`src/rtl/cmdmask_pkg.sv`:
```
package cmdmask_pkg;
  localparam int unsigned LANES_DEF  = 4;
  localparam int unsigned LANE_W_DEF = 8;

  // Implemented storage: 29, 19:16, 13:9, 6:0
  localparam logic [31:0] IMPL_DEF = 32'h200F_3E7F;
  // Bits that survive a soft stop: broadcast receive disable
  localparam logic [31:0] KEEP_DEF = 32'h0002_0000;

  localparam int unsigned B_CONDUIT  = 29;
  localparam int unsigned B_RUNT     = 19;
  localparam int unsigned B_NOPHYS   = 18;
  localparam int unsigned B_NOBCAST  = 17;
  localparam int unsigned B_PROMISC  = 16;
  localparam int unsigned B_PADSTRIP = 13;
  localparam int unsigned B_R0DROP   = 12;
  localparam int unsigned B_ALTBOFF  = 11;
  localparam int unsigned B_NODEFER2 = 10;
  localparam int unsigned B_LTIRQ    = 9;
  localparam int unsigned AUX_W      = 7;
endpackage

```
`src/rtl/cmdmask_lane.sv`:
```
// One byte lane: top bit of the write byte is the value, lower bits are the map.
module cmdmask_lane #(
  parameter int unsigned LANE_W = 8,
  parameter logic [LANE_W-1:0] IMPL = '1
) (
  input  logic              we,
  input  logic [LANE_W-1:0] old_q,
  input  logic [LANE_W-1:0] wbyte,
  output logic [LANE_W-1:0] nxt
);
  localparam int unsigned MAP_W = LANE_W - 1;

  logic             val;
  logic [MAP_W-1:0] map;
  logic [MAP_W-1:0] merged;

  assign val = wbyte[LANE_W-1];
  assign map = wbyte[MAP_W-1:0];

  always_comb begin
    if (we) begin
      merged = (old_q[MAP_W-1:0] & ~map) | (map & {MAP_W{val}});
    end else begin
      merged = old_q[MAP_W-1:0];
    end
  end

  // value-bit position is never stored; reserved bits are forced to zero
  assign nxt = {1'b0, merged} & IMPL;
endmodule

```
`src/rtl/cmdmask_hold.sv`:
```
// Storage flops with hard reset and soft-stop clear.
module cmdmask_hold #(
  parameter int unsigned DATA_W = 32,
  parameter logic [DATA_W-1:0] KEEP_MASK = '0
) (
  input  logic              clk,
  input  logic              rst,
  input  logic              soft_stop,
  input  logic [DATA_W-1:0] nxt,
  output logic [DATA_W-1:0] q
);
  always_ff @(posedge clk) begin
    if (rst) begin
      q <= '0;
    end else if (soft_stop) begin
      q <= nxt & KEEP_MASK;
    end else begin
      q <= nxt;
    end
  end
endmodule

```
`src/rtl/cmdmask_reg.sv`:
```
module cmdmask_reg
  import cmdmask_pkg::*;
#(
  parameter int unsigned NUM_LANES = LANES_DEF,
  parameter int unsigned LANE_W    = LANE_W_DEF,
  parameter logic [NUM_LANES*LANE_W-1:0] IMPL_MASK = IMPL_DEF,
  parameter logic [NUM_LANES*LANE_W-1:0] KEEP_MASK = KEEP_DEF
) (
  input  logic                        clk,
  input  logic                        rst,
  input  logic                        soft_stop,
  input  logic                        wr_en,
  input  logic                        addr_hit,
  input  logic [NUM_LANES*LANE_W-1:0] wdata,
  output logic [NUM_LANES*LANE_W-1:0] rdata,
  output logic                        conduit_mode,
  output logic                        runt_accept,
  output logic                        no_phys_rx,
  output logic                        no_bcast_rx,
  output logic                        promisc,
  output logic                        rx_pad_strip,
  output logic                        ring0_drop,
  output logic                        alt_backoff,
  output logic                        no_defer2,
  output logic                        last_tx_irq_en,
  output logic [AUX_W-1:0]            aux_ctl
);
  localparam int unsigned DATA_W = NUM_LANES * LANE_W;

  logic              we;
  logic [DATA_W-1:0] q;
  logic [DATA_W-1:0] nxt;

  assign we = wr_en & addr_hit;

  for (genvar g = 0; g < NUM_LANES; g++) begin : g_lane
    cmdmask_lane #(
      .LANE_W (LANE_W),
      .IMPL   (IMPL_MASK[g*LANE_W +: LANE_W])
    ) u_lane (
      .we    (we),
      .old_q (q[g*LANE_W +: LANE_W]),
      .wbyte (wdata[g*LANE_W +: LANE_W]),
      .nxt   (nxt[g*LANE_W +: LANE_W])
    );
  end

  cmdmask_hold #(
    .DATA_W    (DATA_W),
    .KEEP_MASK (KEEP_MASK)
  ) u_hold (
    .clk       (clk),
    .rst       (rst),
    .soft_stop (soft_stop),
    .nxt       (nxt),
    .q         (q)
  );

  assign rdata          = q;
  assign conduit_mode   = q[B_CONDUIT];
  assign runt_accept    = q[B_RUNT];
  assign no_phys_rx     = q[B_NOPHYS];
  assign no_bcast_rx    = q[B_NOBCAST];
  assign promisc        = q[B_PROMISC];
  assign rx_pad_strip   = q[B_PADSTRIP];
  assign ring0_drop     = q[B_R0DROP];
  assign alt_backoff    = q[B_ALTBOFF];
  assign no_defer2      = q[B_NODEFER2];
  assign last_tx_irq_en = q[B_LTIRQ];
  assign aux_ctl        = q[AUX_W-1:0];
endmodule

```
`config.mk`:
```
export PLATFORM = sky130hd
export DESIGN_NAME = cmdmask_reg
export DESIGN_NICKNAME = d
export VERILOG_FILES = /design/src/rtl/cmdmask_pkg.sv /design/src/rtl/cmdmask_lane.sv /design/src/rtl/cmdmask_hold.sv /design/src/rtl/cmdmask_reg.sv
export SDC_FILE = /design/constraint.sdc
export NUM_CORES = 1
export LEC_CHECK = 0
export BUFFER_PORTS_ARGS = -buffer_cell sky130_fd_sc_hd__clkbuf_2
export CORE_ASPECT_RATIO = 1.5
export CORE_MARGIN = 5
export CORE_UTILIZATION = 40
export DETAILED_ROUTE_END_ITERATION = 7
export PLACE_DENSITY = 0.7
export SLEW_MARGIN = 20
export SYNTH_ARGS = -nofsm -noshare
export SYNTH_HDL_FRONTEND = slang
export SYNTH_HIERARCHICAL = 1
export SYNTH_SLANG_ARGS = --single-unit
```
`constraint.sdc`:
```
create_clock -name clk -period 1.9 [get_ports clk]
set_input_delay 0.19 -clock clk [delete_from_list [all_inputs] [get_ports clk]]
set_output_delay 0.19 -clock clk [all_outputs]
set_load 0.02 [all_outputs]
```
==> results.md <==
* Status: finished clean
* Worst EP arrival at 1.41 ns
* Largest regs: u_hold/q (32)
* #FFs+latches synth at 32
* Placed instance count at 235
* Largest net degree at the start of global routing at 25
* Fmax at 782.4 MHz
* First-pass GRT wire length at 4278 um
* R2r worst-path depth at 2
* Worst EP required at 2.04 ns
* Total Routing Usage GR at 10.94%
* WHS Path Cells at 3
* Synth warn at 6
* HPWL after DPL at 2192 um
* Die Wd at 61.93 um
* Die ar. at 5443 um^2
* Routed Antenna Nets at 0
* Initial antenna violation count at 0
* CTS sink count at 32
* Clock Skews at 0 ns
* Slew headroom at 52.41%
* Setup_tns at 0 ns
* HP Class: input pin to register
* Area grow syn2layout at 16.40%
* Synth Instances at 141
* Vias at 1042
* Fin. max-slew vios at 0
* Power Total at 1.334 mW
* DR iter-0 viols at 14
* Final Hold Violating Endpoints at 0
* CTS tree: yes
* Critical path type: input pin to register
* Sw frac at 24.27%
* Pre-antenna DRT Iters at 2
* Post-Syn Area at 1618 um^2
* Largest register FFs at 32
* Sequential cell fraction of total power at 52.2%
* Worst vdd ir at 0.4463 mV
* PostCTS Resize Cnt at 0
* Tcrit/Tclk final at 67.27%
* RSZ-0062 raised after global routing: no
* Core area at 3924 um^2
* Max-Cap Viols at 0
* Commonest non-fill, non-tap cell in the layout: clkbuf_2
* Htree depth at 2
* Synth unique cells at 11
* Fillcell total at 421
* Cell internal pwr at 1.010 mW
* Worst slew pin tran at 0.7139 ns
* Critical-path cell list: clkbuf_2 > and2_1 > nand2_1 > mux2_1 > nor3b_2
* Port Buffers at 74
* Root buf cell: clkbuf_8
* Placer congestion estimate at 0.6674
* Crit. End Element: register
* Worst Path Max Fanout at 17
* # diodes at 0
* Routed vias/inst at 4.306
* Worst-path clk slew at 0.06 ns
* Worst setup SP type: input pin
* Avg WL per Cell at 11.73 um
* Reg with most FFs: u_hold/q
* Drt total wl at 2838 um
* Row count at 28
* Sequential share of the synthesized area at 39.60%
* WHS at 0.2976 ns
* Leakage at 0.9124 nW
* Slowest stage cell, crit path: and2_1
* Power density cells at 708.5 nW/um^2
* Min cycle time layout at 1.278 ns
* Setup violations, final at 0
* Die span in y at 87.89 um
* Post-route insts no fill at 242
* Initial Util at 41.23%
* Clock share of power at 35.1%
* NetSw at 0.3238 mW
* Crit path largest cell delay at 0.53 ns
* Clk Latency, worst-skew pair at 0.27 ns
* Io pins at 86
* CTS Buffer Depth at 2
* Post-CTS setup buffers at 0
* NumNets Final at 234
* Commonest cells after routing, fill and taps aside: clkbuf_2, dfxtp_1, nor3b_2
* Hold buffers post-CTS at 0
* Vias in the first global route at 942
* Logic pwr share at 12.7%
* DRC viols at 0
* Global route overflow at 0
* Layout cells sized above 1 at 57.36%
* CTS buffer count at 5
* Syn avg cell area at 11.47 um^2
routing by layer:
layer / vias up / routed length, um / global-route usage (%)
met2: 44 / 1513 / 18.68
met5: - / 0 / 0
li1: 528 / - / -
met3: 4 / 292 / 5.310
met1: 466 / 995 / 10.69
met4: 0 / 38 / 5.212
cells by family (layout without fill, tap and decap cells):
| kind of cell | Yosys count | count (layout) | share of synthesized area, % |
|---|---|---|---|
| multiplexers | 17 | 17 | 12.06 |
| buffers and inverters | 38 | 83 | 19.03 |
| flip-flops | 32 | 32 | 39.60 |
| AND/OR/NAND/NOR | 50 | 50 | 28.38 |
| other | 4 | 15 | 0.9278 |
power by group through the flow:
| stage | combinational [mW] | sequential [mW] | clock [mW] |
|---|---|---|---|
| after floorplan | 0.121 | 0.734 | 0 |
| final | 0.169 | 0.696 | 0.469 |
| after global routing | 0.186 | 0.698 | 0.533 |
| after CTS | 0.173 | 0.697 | 0.495 |
| after detailed placement | 0.172 | 0.712 | 0 |
| after global placement | 0.171 | 0.711 | 0 |
synth_stat cells (all sizes together):
cell	count	area [um^2]
mux2	17	195.2
dfxtp	32	640.6
nand2	17	63.81
and2	1	6.260
nor2b	1	6.260
buf	38	307.8
conb	4	15.01
nor3b	31	382.9
area by class of cell:
class	count	area (um^2)	area share (%)
multi-input cells	82	710.7	37.74
flip-flops and latches	32	640.6	34.02
repair buffers	76	397.9	21.13
clock buffers	6	72.57	3.854
well taps	45	56.30	2.990
clock inverters	1	5.005	0.2658
critical path, delay by kind of cell:
family	cells	cell delay (ns)
mux	1	0.34
buf+inv	1	0.07
simple gates	3	0.80
worst paths after layout:
path | startpoint | to | slack, ns
worst max register to register | u_hold/q[1]$_SDFF_PP0_ | u_hold/q[1]$_SDFF_PP0_ | 1.00
worst min-delay path | wdata[23] | u_hold/q[17]$_SDFF_PP0_ | 0.30
worst max-delay path | wr_en | u_hold/q[1]$_SDFF_PP0_ | 0.62
worst min register to register | u_hold/q[19]$_SDFF_PP0_ | u_hold/q[19]$_SDFF_PP0_ | 0.63
through the flow:
step | area [um^2] | worst slack (ns) | utilization (%)
global route | 1883 | 0.5000 | 47.99
finish | 1883 | 0.6219 | 47.99
CTS | 1883 | 0.5991 | 47.99
detailed placement | 1805 | 0.3003 | 46.01
global placement | 1805 | 0.3237 | 46.01
floorplan | 1659 | 0.6930 | -
No activity file was read; power rests on OpenSTA's default activity.
